## src/rtl/pu_pkg.sv

```systemverilog
package pu_pkg;
  localparam int REG_W    = 64;
  localparam int NUM_REGS = 8;
  localparam int IDX_W    = $clog2(NUM_REGS);
  localparam int OP_W     = 4;

  localparam logic [OP_W-1:0] OP_UNPK_LO_B = 4'd0;
  localparam logic [OP_W-1:0] OP_UNPK_LO_W = 4'd1;
  localparam logic [OP_W-1:0] OP_UNPK_LO_D = 4'd2;
  localparam logic [OP_W-1:0] OP_UNPK_HI_B = 4'd3;
  localparam logic [OP_W-1:0] OP_UNPK_HI_W = 4'd4;
  localparam logic [OP_W-1:0] OP_UNPK_HI_D = 4'd5;
  localparam logic [OP_W-1:0] OP_PACK_SB   = 4'd6;
  localparam logic [OP_W-1:0] OP_PACK_UB   = 4'd7;
  localparam logic [OP_W-1:0] OP_PACK_SW   = 4'd8;

  typedef struct packed {
    logic             wrEn;
    logic             fromMem;
    logic [OP_W-1:0]  op;
    logic [IDX_W-1:0] dst;
    logic [IDX_W-1:0] src;
  } puStrobeT;

  function automatic logic [7:0] satSByte(input logic [15:0] v);
    if ($signed(v) > 16'sd127)       return 8'h7F;
    else if ($signed(v) < -16'sd128) return 8'h80;
    else                             return v[7:0];
  endfunction

  function automatic logic [7:0] satUByte(input logic [15:0] v);
    if (v[15])            return 8'h00;
    else if (v > 16'd255) return 8'hFF;
    else                  return v[7:0];
  endfunction

  function automatic logic [15:0] satSWord(input logic [31:0] v);
    if ($signed(v) > 32'sd32767)       return 16'h7FFF;
    else if ($signed(v) < -32'sd32768) return 16'h8000;
    else                               return v[15:0];
  endfunction
endpackage

```

## src/rtl/pu_ctrl.sv

```systemverilog
module pu_ctrl
  import pu_pkg::*;
(
  input  logic             clk,
  input  logic             rstN,
  input  logic             reqValid,
  input  logic [OP_W-1:0]  opCode,
  input  logic [IDX_W-1:0] dstIdx,
  input  logic [IDX_W-1:0] srcIdx,
  input  logic             srcIsMem,
  input  logic             memRsp,
  input  logic             memAbort,
  output puStrobeT         strb,
  output logic             busy,
  output logic             done,
  output logic             memReq,
  output logic             memWide
);
  typedef enum logic {ST_IDLE, ST_WAIT} ctrlStateT;

  ctrlStateT        state;
  logic [OP_W-1:0]  heldOp;
  logic [IDX_W-1:0] heldDst;

  assign busy   = (state == ST_WAIT);
  assign memReq = busy;

  always_comb begin
    strb = '0;
    if (state == ST_IDLE) begin
      strb.op      = opCode;
      strb.dst     = dstIdx;
      strb.src     = srcIdx;
      strb.fromMem = 1'b0;
      strb.wrEn    = reqValid && !srcIsMem;
    end else begin
      strb.op      = heldOp;
      strb.dst     = heldDst;
      strb.src     = '0;
      strb.fromMem = 1'b1;
      strb.wrEn    = memRsp && !memAbort;
    end
  end

  always_ff @(posedge clk or negedge rstN) begin
    if (!rstN) begin
      state   <= ST_IDLE;
      heldOp  <= '0;
      heldDst <= '0;
      memWide <= 1'b0;
      done    <= 1'b0;
    end else begin
      done <= strb.wrEn;
      case (state)
        ST_IDLE: if (reqValid && srcIsMem) begin
          state   <= ST_WAIT;
          heldOp  <= opCode;
          heldDst <= dstIdx;
          memWide <= (opCode != OP_UNPK_LO_D);
        end
        ST_WAIT: if (memRsp) state <= ST_IDLE;
        default: state <= ST_IDLE;
      endcase
    end
  end

  AST_NARROW_READ: assert property (@(posedge clk) disable iff (!rstN)
    (memReq && heldOp == OP_UNPK_LO_D) |-> !memWide)
    else $error("narrow read width wrong");
  AST_BUSY_NO_WRITE: assert property (@(posedge clk) disable iff (!rstN)
    (busy && !memRsp) |-> !strb.wrEn)
    else $error("write while busy");
  AST_ABORT_QUIET: assert property (@(posedge clk) disable iff (!rstN)
    (busy && memRsp && memAbort) |=> (!done && !busy))
    else $error("abort gave done or kept busy");
  AST_DONE_AFTER_WRITE: assert property (@(posedge clk) disable iff (!rstN)
    strb.wrEn |=> done)
    else $error("done missing after write");
endmodule

```

## src/rtl/pu_datapath.sv

```systemverilog
module pu_datapath
  import pu_pkg::*;
#(
  parameter int N_REGS = NUM_REGS,
  parameter int DATA_W = REG_W
) (
  input  logic              clk,
  input  logic              rstN,
  input  puStrobeT          strb,
  input  logic [DATA_W-1:0] memData,
  input  logic [IDX_W-1:0]  rdIdx,
  output logic [DATA_W-1:0] rdData
);
  localparam int BYTES  = DATA_W / 8;
  localparam int WORDS  = DATA_W / 16;
  localparam int DWORDS = DATA_W / 32;
  localparam int HALF   = DATA_W / 2;

  logic [N_REGS-1:0][DATA_W-1:0] regs;
  logic [DATA_W-1:0] dstV, srcV, result;
  logic [DATA_W-1:0] loB, hiB, loW, hiW, loD, hiD, packSB, packUB, packSW;

  assign dstV   = regs[strb.dst];
  assign srcV   = strb.fromMem ? memData : regs[strb.src];
  assign rdData = regs[rdIdx];

  for (genvar i = 0; i < BYTES / 2; i++) begin : gByteLane
    assign loB[16*i +: 8]   = dstV[8*i +: 8];
    assign loB[16*i+8 +: 8] = srcV[8*i +: 8];
    assign hiB[16*i +: 8]   = dstV[HALF+8*i +: 8];
    assign hiB[16*i+8 +: 8] = srcV[HALF+8*i +: 8];
  end

  for (genvar i = 0; i < WORDS / 2; i++) begin : gWordLane
    assign loW[32*i +: 16]    = dstV[16*i +: 16];
    assign loW[32*i+16 +: 16] = srcV[16*i +: 16];
    assign hiW[32*i +: 16]    = dstV[HALF+16*i +: 16];
    assign hiW[32*i+16 +: 16] = srcV[HALF+16*i +: 16];
  end

  for (genvar i = 0; i < DWORDS / 2; i++) begin : gDwordLane
    assign loD[64*i +: 32]    = dstV[32*i +: 32];
    assign loD[64*i+32 +: 32] = srcV[32*i +: 32];
    assign hiD[64*i +: 32]    = dstV[HALF+32*i +: 32];
    assign hiD[64*i+32 +: 32] = srcV[HALF+32*i +: 32];
  end

  for (genvar i = 0; i < WORDS; i++) begin : gNarrowByte
    assign packSB[8*i +: 8]      = satSByte(dstV[16*i +: 16]);
    assign packSB[HALF+8*i +: 8] = satSByte(srcV[16*i +: 16]);
    assign packUB[8*i +: 8]      = satUByte(dstV[16*i +: 16]);
    assign packUB[HALF+8*i +: 8] = satUByte(srcV[16*i +: 16]);
  end

  for (genvar i = 0; i < DWORDS; i++) begin : gNarrowWord
    assign packSW[16*i +: 16]      = satSWord(dstV[32*i +: 32]);
    assign packSW[HALF+16*i +: 16] = satSWord(srcV[32*i +: 32]);
  end

  always_comb begin
    case (strb.op)
      OP_UNPK_LO_B: result = loB;
      OP_UNPK_LO_W: result = loW;
      OP_UNPK_LO_D: result = loD;
      OP_UNPK_HI_B: result = hiB;
      OP_UNPK_HI_W: result = hiW;
      OP_UNPK_HI_D: result = hiD;
      OP_PACK_SB:   result = packSB;
      OP_PACK_UB:   result = packUB;
      OP_PACK_SW:   result = packSW;
      default:      result = dstV;
    endcase
  end

  always_ff @(posedge clk or negedge rstN) begin
    if (!rstN) regs <= '0;
    else if (strb.wrEn) regs[strb.dst] <= result;
  end

  AST_REG_HOLD: assert property (@(posedge clk) disable iff (!rstN)
    !strb.wrEn |=> $stable(regs))
    else $error("register changed without write");
  AST_LOW_DWORD_KEPT: assert property (@(posedge clk) disable iff (!rstN)
    (strb.wrEn && strb.op == OP_UNPK_LO_D) |=>
      (regs[$past(strb.dst)][HALF-1:0] == $past(dstV[HALF-1:0])))
    else $error("low doubleword disturbed");
endmodule

```

## src/rtl/simd_pack_unit.sv

```systemverilog
module simd_pack_unit
  import pu_pkg::*;
(
  input  logic             clk,
  input  logic             rstN,
  input  logic             reqValid,
  input  logic [3:0]       opCode,
  input  logic [2:0]       dstIdx,
  input  logic [2:0]       srcIdx,
  input  logic             srcIsMem,
  output logic             busy,
  output logic             done,
  output logic             memReq,
  output logic             memWide,
  input  logic             memRsp,
  input  logic             memAbort,
  input  logic [63:0]      memData,
  input  logic [2:0]       rdIdx,
  output logic [63:0]      rdData
);
  puStrobeT strb;

  pu_ctrl i_ctrl (
    .clk(clk), .rstN(rstN), .reqValid(reqValid), .opCode(opCode),
    .dstIdx(dstIdx), .srcIdx(srcIdx), .srcIsMem(srcIsMem),
    .memRsp(memRsp), .memAbort(memAbort), .strb(strb), .busy(busy),
    .done(done), .memReq(memReq), .memWide(memWide)
  );

  pu_datapath #(.N_REGS(NUM_REGS), .DATA_W(REG_W)) i_datapath (
    .clk(clk), .rstN(rstN), .strb(strb), .memData(memData),
    .rdIdx(rdIdx), .rdData(rdData)
  );

  AST_REQ_TRACKS_BUSY: assert property (@(posedge clk) disable iff (!rstN)
    (!busy && reqValid && srcIsMem) |=> (busy && memReq))
    else $error("memory request not raised");
endmodule

```

## config.mk

```make
export PLATFORM = sky130hd
export DESIGN_NAME = simd_pack_unit
export DESIGN_NICKNAME = d
export VERILOG_FILES = /design/src/rtl/pu_pkg.sv /design/src/rtl/pu_ctrl.sv /design/src/rtl/pu_datapath.sv /design/src/rtl/simd_pack_unit.sv
export SDC_FILE = /design/constraint.sdc
export NUM_CORES = 2
export LEC_CHECK = 0
export ABC_CLOCK_PERIOD_IN_PS = 4050
export BUFFER_PORTS_ARGS = -buffer_cell sky130_fd_sc_hd__buf_2
export CORE_MARGIN = 2
export CORE_UTILIZATION = 40
export CTS_BUF_LIST = sky130_fd_sc_hd__clkbuf_4 sky130_fd_sc_hd__clkbuf_8
export DETAILED_ROUTE_END_ITERATION = 8
export SLEW_MARGIN = 20
export SYNTH_ARGS = -nofsm -noshare
export SYNTH_HDL_FRONTEND = slang
export SYNTH_SLANG_ARGS = --single-unit
```

## constraint.sdc

```tcl
create_clock -name clk -period 4.05 [get_ports clk]
set_clock_uncertainty 0.05 [all_clocks]
set_input_delay 1.0125 -clock clk [delete_from_list [all_inputs] [get_ports clk]]
set_output_delay 1.0125 -clock clk [all_outputs]
set_load 0.01 [all_outputs]
```

After elaboration in Yosys (flattened, before gate mapping)
Cells that the tools add are included.

$add $sub $neg: 0. Multiply operators: 0. Div/mod/pow operators: 0. Magnitude comparators: 36. Equal/unequal tests: 9. Shift operators: 0. Multiplexer cells: 55. Bitwise gates (word level): 1. Reductions and logical operators: 8.

Operators by type and width (number): $bmux W64 S3 (3); $pmux W64 S9 (1); $bwmux W512 (1); $mux W64 (5); $gt A16 B8 Y1 const B (16); $mux W8 (32); $demux W64 S3 (1); $gt A32 B16 Y1 const B (4); $lt A16 B8 Y1 const B (8); $lt A32 B16 Y1 const B (4); $mux W16 (8); $eq A4 B3 Y1 const B (4); $lt A3 B4 Y1 const B (3); $mux W12 (1); $eq A4 B2 Y1 const B (2); $eq A4 B1 Y1 const B (1); $eq A4 B4 Y1 const B (1); $logic_and A1 B1 Y1 (4); $logic_not A4 Y1 (1); $ne A4 B2 Y1 const B (1); $ge A3 B1 Y1 const B (1); $logic_not A1 Y1 (2); $mux W1 (2); $pmux W1 S2 (1); other kinds (2) (2).

Bits in registers: 522. Latch bits: 0. Bits in writable memories: 0. Memory bits (read-only): 0. Input bits: 83. Output and inout port bits: 68. Logic and storage cells: 122. Memories: 0.

Depth between registers and ports, before layout
Depth in word-level cells: 11. Gate-level depth with buffers: 17. Gate-level depth less buffers: 9.

By module
A second synthesis with hierarchy kept.

Cell total of the unflattened synthesis: 3618. Area, all modules: 35766.8 um2.

By module, submodules not included: pu_datapath (times used 1, cells an instance 3580, area each 35262.6 um2, sequential area each 12812.3 um2); pu_ctrl (times used 1, cells an instance 38, area each 504.2 um2, sequential area each 250.2 um2).

Worst setup path after synthesis
No wires, ideal clock.

Path type: in2out. From: input port rdIdx[0]. To: output port rdData[46]. Arrival time: 2901 ps. Required time: 2988 ps. Path slack: 86 ps. Stages: 4. Path buffers: 2. Path through: clkbuf_1 buf_1 mux4_2 mux2_2.

Cells in the longest elaborated chain, start to end: 2.

RTL lines: start: declaration (line simd_pack_unit.sv:18) `input logic [2:0] rdIdx,`; $bmux W64 S3 (line pu_datapath.sv:25) `assign rdData = regs[rdIdx];`; $mux W64 (implied by the code) (line pu_datapath.sv:25); end: declaration (line simd_pack_unit.sv:19) `output logic [63:0] rdData`.

Every way passes these cells. The select of a mux whose other input is x is not followed.

Worst setup path after layout
From: register i_ctrl.state, in the netlist i_ctrl.busy. To: register i_datapath.regs[34] (netlist name).

Cells in the longest elaborated chain, start to end: 9. Elaborated cells between the ends (all ways): 33. Classes of those cells: order compare: 7; eq/ne: 8; mux: 16; reduce/logical: 2.

RTL lines: start: declaration (line pu_ctrl.sv:21) `ctrlStateT state;`; start signal: assignment (line pu_ctrl.sv:47) `state <= ST_IDLE;`; start signal: assignment (line pu_ctrl.sv:56) `state <= ST_WAIT;`; start signal: assignment (line pu_ctrl.sv:61) `ST_WAIT: if (memRsp) state <= ST_IDLE;`; $mux W12 (*) (line pu_ctrl.sv:30) `if (state == ST_IDLE) begin`; $bmux W64 S3 (line pu_datapath.sv:24) `assign srcV = strb.fromMem ? memData : regs[strb.src];`; $mux W64 (implied by the code) (line pu_datapath.sv:24); $mux W64 (line pu_datapath.sv:24); $lt A32 B16 Y1 (tied with other cells) (line pu_pkg.sv:39) `else if ($signed(v) < -32'sd32768) return 16'h8000;`; $mux W16 (tied with other cells) (line pu_pkg.sv:39); $mux W16 (tied with other cells) (line pu_pkg.sv:38) `if ($signed(v) > 32'sd32767) return 16'h7FFF;`; $pmux W64 S9 (line pu_datapath.sv:61) `case (strb.op)`; $bwmux W512 (line pu_datapath.sv:77) `else if (strb.wrEn) regs[strb.dst] <= result;`; end signal: indexed assignment (line pu_datapath.sv:77); end: declaration (line pu_datapath.sv:19) `logic [N_REGS-1:0][DATA_W-1:0] regs;`.

Mark *: on every way between the ends. The rest lies on a longest branch, timed or not. The select of a mux whose other input is x is not followed. A chain may end at the register's enable or synchronous reset.

==> flow_summary.toml <==
[final_layout]
fin_area_mm2 = 0.04661
nets = 4847
areaGrowthSynthToFinish_pct = 25.43
drive_gt1_frac = 0.3112
layout.cells.most_common = "nand2_1"
final_cell_mix = "nand2_1 (915), buf_4 (651), dfrtp_1 (521)"

[yosys]
syn-num-nets = 4214
ys_async_sr_fraction = 1.000
syn_area_mm2 = 0.03716
syn_area_per_cell_um2 = 8.995
synth_seq_cells = 522
yosysTopAreaCellShare = 0.3515
ys.flop_type = "dfrtp_1"
synth_area_leaders = "dfrtp_1 (35%), mux4_2 (11%), nand2_1 (9.3%), mux2i_1 (5.0%), mux2_2 (4.0%)"
syn_inst = 4131
seq_area_frac_synth = 0.3515
yosys.area.top_type = "dfrtp_1"
synth_edf_count = 0
synth_cell_type_count = 100
yosysWarnings = 0

[timing]
rsz0062_at_grt = "true"
worst_slack_ns = 0.08060
tightest_slew_ns = 1.253
tns_ns = 0
setup_viol = 0
fin_crit_sh = 0.9801
slew_headroom = 0.1597
max_freq_ghz = 0.2519
hold_violations = 0
finalMaxSlewViolations = 0
fin_crit_ns = 3.969

[global_routing]
grt_pass1_vias = 37480
grt_use_total = 0.3693
grt_max_degree = 88
overflow = 0
antenna_found_initial = 4
grt_pass1_wl_um = 260000

[place]
dpl.hpwl_um = 128500
io_buffers = 150
dp_slack_ns = -0.6881
dpl_cell_area_mm2 = 0.04444
gp_congestion = 1.096

[pwr]
powerDensity_mw_per_mm2 = 696.9
p_leak_nw = 19.73
ir_drop_mv = 0.3343

[cts]
cts_tree = "done"
clk_pin_slew_ns = 0.06
clk_latency_ns = 0.79
clock_sinks = 522
post-cts-setup-buffer-count = 0
clock_path_buffers = 3
cts_inserted_buffers = 98
holdBufCountCts = 0
clockRootBuffer = "clkbuf_8"
htreeDepth = 3

[die]
die_area_mm2 = 0.09535
pin_count = 151
chipWidth_um = 308.8
coreArea_mm2 = 0.09180
placementRows = 111
die_h_um = 308.8
start_util = 0.4048

[drt]
drc = 0
viasPerCell = 6.497
wirelength_um = 177300
drt_iter0_drc = 5490
first_pass_iters = 8
routedWlPerCell_um = 29.15
vias = 39511
drtAntennaViolNets = 0

[worst_setup_path]
path_cells = "buf_12 > and3b_1 > a22oi_1 > a32o_1 > or4b_1 > or3_4 > o21ai_4 > buf_12 > o21ai_0 > a21oi_2 > buf_4 > o31ai_1"
critPathTopFamily = "simple AND/OR/NAND/NOR gates"
path_max_fanout = 33
crit_arrival_ns = 4.53
endpoint_kind = "flip-flop"
cp_slowest_cell = "and3b_1"
crit_buf_inv = 3
worst_path_most_repeated_cell = "buf_12"
crit_path_start_kind = "flip-flop"
crit_required_ns = 4.61
critical_path_class = "reg2reg"
critical-path-max-stage-delay_ns = 0.58

[job]
max-cap-violations = 0

[worst_hold_path]
min_path_type = "in2async"

[run_status]
status = "finished, final reports clean"
## registers in the layout (all words and copies together) (netlist names)
name and count:
i_ctrl.busy 1, i_ctrl.done 1, i_ctrl.heldDst 3, i_ctrl.heldOp 4, i_ctrl.memWide 1, i_datapath.regs 512
## power by group
part	internal, mW	leakage (nW)	switching, mW	total [mW]
sequential	7.68	6.46	2.83	10.5
clock	3.13	1.11	2.47	5.60
combinational	7.34	12.2	9.03	16.4
total	18.1	19.7	14.3	32.5
## cell families after synthesis
group,after synthesis,synth area share
AND/OR/NAND/NOR,1569,0.1849
AO/OA/AOI/OAI,1162,0.2111
flip-flops,522,0.3515
multiplexers,507,0.2050
buffers and inverters,367,0.04647
XOR/XNOR,4,0.0009430
## final timing paths
| kind | to | from | slack, ns | cells after the start |
|---|---|---|---|---|
| max in group asynchronous | i_ctrl.busy | rstN | 2.68 | 2 |
| min in group clk | i_ctrl.busy | memRsp | 0.43 | 2 |
| hold reg to reg | i_ctrl.memWide | i_ctrl.memWide | 0.44 | 2 |
| setup reg to reg | i_datapath.regs[34] | i_ctrl.busy | 0.08 | 12 |
| setup / recovery | i_datapath.regs[34] | i_ctrl.busy | 0.08 | 12 |
| hold / removal | i_datapath.regs[283] | rstN | 0.27 | 1 |
## repair_timing
action	4_1_cts	5_1_grt
pin swaps	0	0
endpoints found under the setup margin	53	150
gates resized for setup	1	16
## stage by stage
step | utilization | std cells | power (mW) | hold slack [ns]
after floorplan | - | 4131 | 18.60 | 0.4168
after global placement | 0.4841 | 5907 | 26.07 | 0.4173
after detailed placement | 0.4841 | 5907 | 26.32 | 0.4232
after CTS | 0.5069 | 6079 | 31.98 | 0.2599
after global routing | 0.5077 | 6080 | 34.11 | 0.3228
final | 0.5077 | 6081 | 32.48 | 0.2671
## layout make-up
type | instances | area, um^2
fillers | 8597 | 45190
diodes | 2 | 5.005
flip-flops and latches | 522 | 13070
multi-input cells | 3242 | 22660
well taps | 1243 | 1555
repair buffers | 872 | 7132
inverters | 28 | 107.6
clock inverters | 12 | 111.4
clock buffers | 160 | 1977
## per-layer routing
| metal | vias up | part of all wire | track usage | wire length, um |
|---|---|---|---|---|
| li1 | 16856 | - | - | - |
| met1 | 19397 | 0.40 | 0.5052 | 70470 |
| met2 | 2689 | 0.43 | 0.5458 | 76180 |
| met3 | 567 | 0.11 | 0.08427 | 19980 |
| met4 | 2 | 0.060 | 0.1930 | 10610 |
| met5 | - | 0.000073 | 0 | 13 |
## worst register-to-register path, delay by kind of cell, from the launching register on
family	cells	cell delay (ns)
and+or+nand+nor	3	1.59
AOI/OAI and AO/OA	6	1.07
DFF	1	0.57
buffers and inverters	3	0.57
## cells in the mapped netlist (94+ instances only)
cell type	instances
nand2_1	924
dfrtp_1	522
o21ai_0	254
a21oi_1	224
nor2_1	200
mux4_2	189
mux2i_1	184
clkbuf_1	178
nand3_1	170
mux2_2	133
o22ai_1	121
o31ai_1	94
No activity file was read; power rests on OpenSTA's default activity.
